==> src/rtl/pbrf_pkg.sv <==
package pbrf_pkg;

    // Width of the consecutive-reading run counter.
    localparam int unsigned RUN_W = 8;

    typedef logic [RUN_W-1:0] run_t;

    // Filter state: whether a press is currently accepted.
    typedef enum logic {
        ST_OPEN    = 1'b0,
        ST_PRESSED = 1'b1
    } press_e;

    typedef struct packed {
        press_e state;
        run_t   run;
    } filt_s;

    // Advance the run of readings that disagree with the current state.
    // A reading that agrees with the state restarts the run; the run
    // saturates at the limit.
    function automatic run_t run_step(run_t run, logic differs, run_t limit);
        if (!differs)
            return '0;
        else if (run >= limit)
            return limit;
        else
            return run + run_t'(1);
    endfunction

endpackage

==> src/rtl/pbrf_sync.sv <==
module pbrf_sync #(
    parameter int unsigned STAGES    = 2,
    parameter logic        RESET_VAL = 1'b1
) (
    input  logic clk,
    input  logic rst,
    input  logic din,
    output logic dout
);
    logic [STAGES-1:0] chain;

    generate
        if (STAGES == 1) begin : g_single
            always_ff @(posedge clk) begin
                if (rst) chain <= RESET_VAL;
                else     chain <= din;
            end
        end else begin : g_multi
            always_ff @(posedge clk) begin
                if (rst) chain <= {STAGES{RESET_VAL}};
                else     chain <= {chain[STAGES-2:0], din};
            end
        end
    endgenerate

    assign dout = chain[STAGES-1];
endmodule

==> src/rtl/pbrf_tick.sv <==
module pbrf_tick #(
    parameter int unsigned CLKS_PER_TICK = 50000
) (
    input  logic clk,
    input  logic rst,
    output logic tick
);
    localparam int unsigned CW = (CLKS_PER_TICK > 2) ? $clog2(CLKS_PER_TICK) : 1;
    localparam logic [CW-1:0] LAST = CW'(CLKS_PER_TICK - 1);

    logic [CW-1:0] div_q;
    logic          tick_q;

    always_ff @(posedge clk) begin
        if (rst) begin
            div_q  <= '0;
            tick_q <= 1'b0;
        end else if (div_q == LAST) begin
            div_q  <= '0;
            tick_q <= 1'b1;
        end else begin
            div_q  <= div_q + CW'(1);
            tick_q <= 1'b0;
        end
    end

    assign tick = tick_q;
endmodule

==> src/rtl/pbrf_filter.sv <==
module pbrf_filter
    import pbrf_pkg::*;
#(
    parameter int unsigned HOLD_TICKS = 4
) (
    input  logic clk,
    input  logic rst,
    input  logic tick,
    input  logic btn_low,
    output logic req
);
    localparam run_t RUN_LIMIT = run_t'(HOLD_TICKS);

    filt_s cur_q, nxt;
    logic  differs;
    run_t  run_nxt;

    always_comb begin
        nxt     = cur_q;
        differs = (cur_q.state == ST_OPEN) ? btn_low : !btn_low;
        run_nxt = run_step(cur_q.run, differs, RUN_LIMIT);
        if (tick) begin
            if (run_nxt == RUN_LIMIT) begin
                nxt.state = (cur_q.state == ST_OPEN) ? ST_PRESSED : ST_OPEN;
                nxt.run   = '0;
            end else begin
                nxt.run   = run_nxt;
            end
        end
    end

    always_ff @(posedge clk) begin
        if (rst) begin
            cur_q.state <= ST_OPEN;
            cur_q.run   <= '0;
        end else begin
            cur_q <= nxt;
        end
    end

    assign req = (cur_q.state == ST_PRESSED);
endmodule

==> src/rtl/pbreset_filter.sv <==
module pbreset_filter #(
    parameter int unsigned CLKS_PER_TICK = 50000,
    parameter int unsigned HOLD_TICKS    = 4,
    parameter int unsigned SYNC_STAGES   = 2
) (
    input  logic clk,
    input  logic rst,
    input  logic btn_n,
    output logic rst_req
);
    logic btn_level;
    logic btn_low;
    logic tick;

    pbrf_sync #(
        .STAGES    (SYNC_STAGES),
        .RESET_VAL (1'b1)
    ) sync_i (
        .clk  (clk),
        .rst  (rst),
        .din  (btn_n),
        .dout (btn_level)
    );

    pbrf_tick #(
        .CLKS_PER_TICK (CLKS_PER_TICK)
    ) tick_i (
        .clk  (clk),
        .rst  (rst),
        .tick (tick)
    );

    assign btn_low = !btn_level;

    pbrf_filter #(
        .HOLD_TICKS (HOLD_TICKS)
    ) filt_i (
        .clk     (clk),
        .rst     (rst),
        .tick    (tick),
        .btn_low (btn_low),
        .req     (rst_req)
    );
endmodule

==> config.mk <==
export PLATFORM = sky130hd
export DESIGN_NAME = pbreset_filter
export DESIGN_NICKNAME = d
export VERILOG_FILES = /design/src/rtl/pbrf_pkg.sv /design/src/rtl/pbrf_sync.sv /design/src/rtl/pbrf_tick.sv /design/src/rtl/pbrf_filter.sv /design/src/rtl/pbreset_filter.sv
export SDC_FILE = /design/constraint.sdc
export NUM_CORES = 1
export LEC_CHECK = 0
export ABC_AREA = 1
export BUFFER_PORTS_ARGS = -buffer_cell sky130_fd_sc_hd__buf_4
export CAP_MARGIN = 10
export CORE_ASPECT_RATIO = 1.75
export CORE_MARGIN = 1.5
export CORE_UTILIZATION = 30
export CTS_CLUSTER_DIAMETER = 60
export DETAILED_ROUTE_END_ITERATION = 10
export GPL_TIMING_DRIVEN = 0
export PLACE_DENSITY = 0.42
export SLEW_MARGIN = 20
export SYNTH_ARGS = -nofsm -noshare
export SYNTH_HDL_FRONTEND = slang
export SYNTH_HIERARCHICAL = 1
export SYNTH_SLANG_ARGS = --single-unit
==> constraint.sdc <==
create_clock -name clk -period 2.25 [get_ports clk]
set_input_delay 0.1125 -clock clk [delete_from_list [all_inputs] [get_ports clk]]
set_output_delay 0.1125 -clock clk [all_outputs]
set_load 0.05 [all_outputs]
==> flow_metrics.py <==
metrics = {
    "outcome": {
        "outcome": "finished clean",
    },
    "flow_run": {
        "max-cap-violations": 0,
    },
    "floorplanning": {
        "die_h_um": 92.6,
        "core_area_um2": 4400,
        "start_util_pct": 31.2,
        "dieArea_um2": 5010,
        "die_x_um": 54.2,
        "boundaryPins": 4,
        "fp-row-count": 32,
    },
    "yosys": {
        "muxShareOfSynthArea_pct": 0,
        "netlist.area_leader.share_pct": 40.8,
        "yosysMostFrequentCell": "nand2_1",
        "ys_ff_latch": 28,
        "synthesis.nets": 194,
        "synthCells": 188,
        "synthTopCellsByArea": "dfxtp_1, nand2_1, inv_1, nor2_1, nor2_2",
        "ys_seq_area_share_pct": 40.8,
        "synth.cell_area_um2": 1380,
        "post-synth-top-area-cell": "dfxtp_1",
        "ys_warn_count": 6,
        "synth_adder_area_share_pct": 2.73,
        "synth-main-ff-cell": "dfxtp_1",
        "synthSimpleGateAreaFrac_pct": 36.4,
        "synth_edf_count": 0,
        "synth-xor-area-share_pct": 3.18,
        "avgSynthCellArea_um2": 7.31,
        "async_reset_ff_share_pct": 0,
        "synth_compound_area_share_pct": 7.28,
        "ys_top_cells_by_count": "nand2_1, dfxtp_1, inv_1",
        "ys_types": 24,
        "synth_top_family_by_area": "simple AND/OR/NAND/NOR gates",
    },
    "pwr": {
        "pwr-share-seq_pct": 59.1,
        "p_comb_share_pct": 4.3,
        "power_leakage_nw": 0.547,
        "vdd_ir_drop_max_uv": 301,
        "internal-power_uw": 674,
        "powerDensity_nw_per_um2": 561,
        "p_clk_share_pct": 36.6,
        "p_switching_uw": 183,
        "p_sw_share_pct": 21.4,
    },
    "cts": {
        "cts_tree": "yes",
        "cts_resized": 0,
        "cts_made_buffers": 3,
        "clk_pin_slew_ns": 0.10,
        "cts_root_buf": "clkbuf_8",
        "h-tree-depth": 1,
        "cts_buffer_depth": 2,
        "clk_latency_ns": 0.27,
        "cts_sinks": 28,
    },
    "sta": {
        "worstMarginPinSlew_ns": 0.421,
        "setup_viol": 0,
        "hold_ws_ns": 0.0720,
        "finalHoldViolCount": 0,
        "fin_crit_ns": 1.43,
        "slew_headroom_pct": 71.9,
        "fin_setup_tns_ns": 0,
        "max_freq_mhz": 700,
        "setup_ws_ns": 0.822,
        "rsz0062_at_grt": "no",
        "post-route-period-util_pct": 63.5,
        "drv_slew": 0,
        "finalClockSkew_ns": 0.00253,
    },
    "global_routing": {
        "grt_max_degree": 16,
        "antenna_found_initial": 0,
        "grt_pass1_vias": 1147,
        "grt.overflow.total": 0,
        "grt_usage_pct": 12.3,
        "grt_pass1_wl_um": 4690,
    },
    "detailed_routing": {
        "routed_wl_um": 2640,
        "m1WireLength_um": 1080,
        "highest_layer": "met4",
        "ant_nets": 0,
        "dr_total_vias": 1136,
        "firstDrtPassIters": 4,
        "wl_met2_um": 1470,
        "post_drt_via_cell_ratio": 4.60,
        "drc": 0,
        "drt_iter0_markers": 22,
        "wl_met3_um": 53,
        "wire_per_inst_um": 10.7,
    },
    "critical_path": {
        "crit_fanout": 10,
        "crit_arrival_ns": 1.60,
        "cpMostUsedCell": "nor2_2",
        "path_buf_inv": 1,
        "crit_path_start_kind": "flop",
        "cp.required_ns": 2.43,
        "cp_top_family": "simple AND/OR/NAND/NOR gates",
        "crit_path_cell_trace": "ha_1 -> nand3_2 -> nor2_2 -> nand2_2 -> nand2_4 -> buf_12 -> nor2_2",
        "crit_type": "reg2reg",
        "max_stage_delay_ns": 0.41,
        "end_kind": "flop",
        "r2r_slack_ns": 0.82,
        "slowest_stage": "dfxtp_1",
    },
    "cells_and_area": {
        "stdcell_count": 247,
        "syn_to_final_growth_pct": 11.0,
        "drive_above_1_share_pct": 17.9,
        "num-nets-final": 203,
        "diodes": 0,
        "fin_area_um2": 1530,
    },
    "place": {
        "preCtsSetupSlack_ns": 0.842,
        "hpwl_um": 2060,
        "gp_congestion": 0.775,
        "post_dp_cell_area_um2": 1460,
        "portBuffers": 3,
        "dp.cells": 242,
    },
    "hold_path": {
        "hold_path.class": "in2reg",
    },
}
routing by layer:
| layer | up-vias | GRT usage, % |
|---|---|---|
| met2 | 14 | 23.2 |
| met1 | 519 | 12.9 |
| li1 | 599 | - |
| met4 | 0 | 4.17 |
| met3 | 4 | 1.94 |
| met5 | - | 0 |
sequential cells by signal, summed over array words and instances, names as in the netlist:
register	flops
tick_i/tick	1
sync_i/chain	2
filt_i/req	1
filt_i/cur_q	8
tick_i/div_q	16
logic make-up after synthesis:
kind of cell / after synthesis
AND/OR/NAND/NOR: 104
buffers and inverters: 31
flip-flops: 28
AO/OA/AOI/OAI: 17
XOR/XNOR: 5
adder cells (fa/ha/maj): 3
placed cells by master (no fill, tap or decap):
master	Yosys	routed
a21oi_1	8	8
a21oi_2	3	3
buf_1	1	1
buf_12	1	1
buf_4	0	3
clkbuf_8	0	4
dfxtp_1	28	28
dlygate4sd3_1	0	1
ha_1	3	3
inv_1	26	26
inv_2	3	3
nand2_1	39	39
nand2_2	3	3
nand2_4	1	1
nand3_1	10	10
nand3_2	1	1
nand4_1	6	6
nor2_1	24	24
nor2_2	13	13
nor2_4	1	1
nor3b_1	5	5
o21ai_0	4	4
o21ai_1	1	1
o21ai_2	1	1
or2_2	1	1
xnor2_1	2	2
xor2_1	3	3
layout make-up:
class	instances	area (µm²)
well taps	51	63.8
flip-flops and latches	28	561
clock buffers	4	55.1
multi-input cells	129	682
repair buffers	4	32.5
plain buffers	2	23.8
inverters	29	109
fillers	499	2880
power by group through the flow:
| stage | Clock (mW) | Sequential [mW] | Combinational (mW) |
|---|---|---|---|
| 6_report | 0.314 | 0.506 | 0.0370 |
| 5_1_grt | 0.346 | 0.508 | 0.0420 |
| 4_1_cts | 0.330 | 0.506 | 0.0380 |
| 3_5_place_dp | 0 | 0.518 | 0.0363 |
| 3_3_place_gp | 0 | 0.518 | 0.0359 |
| 2_1_floorplan | 0 | 0.517 | 0.0261 |
worst paths after layout:
check	cells after the start	from	to
max	7	tick_i/div_q[0]	tick_i/div_q[8]
min	2	rst	tick_i/tick
max reg2reg	7	tick_i/div_q[0]	tick_i/div_q[8]
min reg2reg	2	sync_i/chain[0]	sync_i/chain[1]
metrics by stage:
step                total power [mW]  util, %
floorplan                      0.543        -
global placement               0.554     33.2
detailed placement             0.554     33.2
CTS                            0.874     34.7
global route                   0.896     34.7
finish                         0.857     34.7
repair_timing:
item                                   CTS  global route
endpoints found under the hold margin    1             0
setup buffers                            0             0
hold buffers                             1             0
Power figures use the tool's default switching activity.
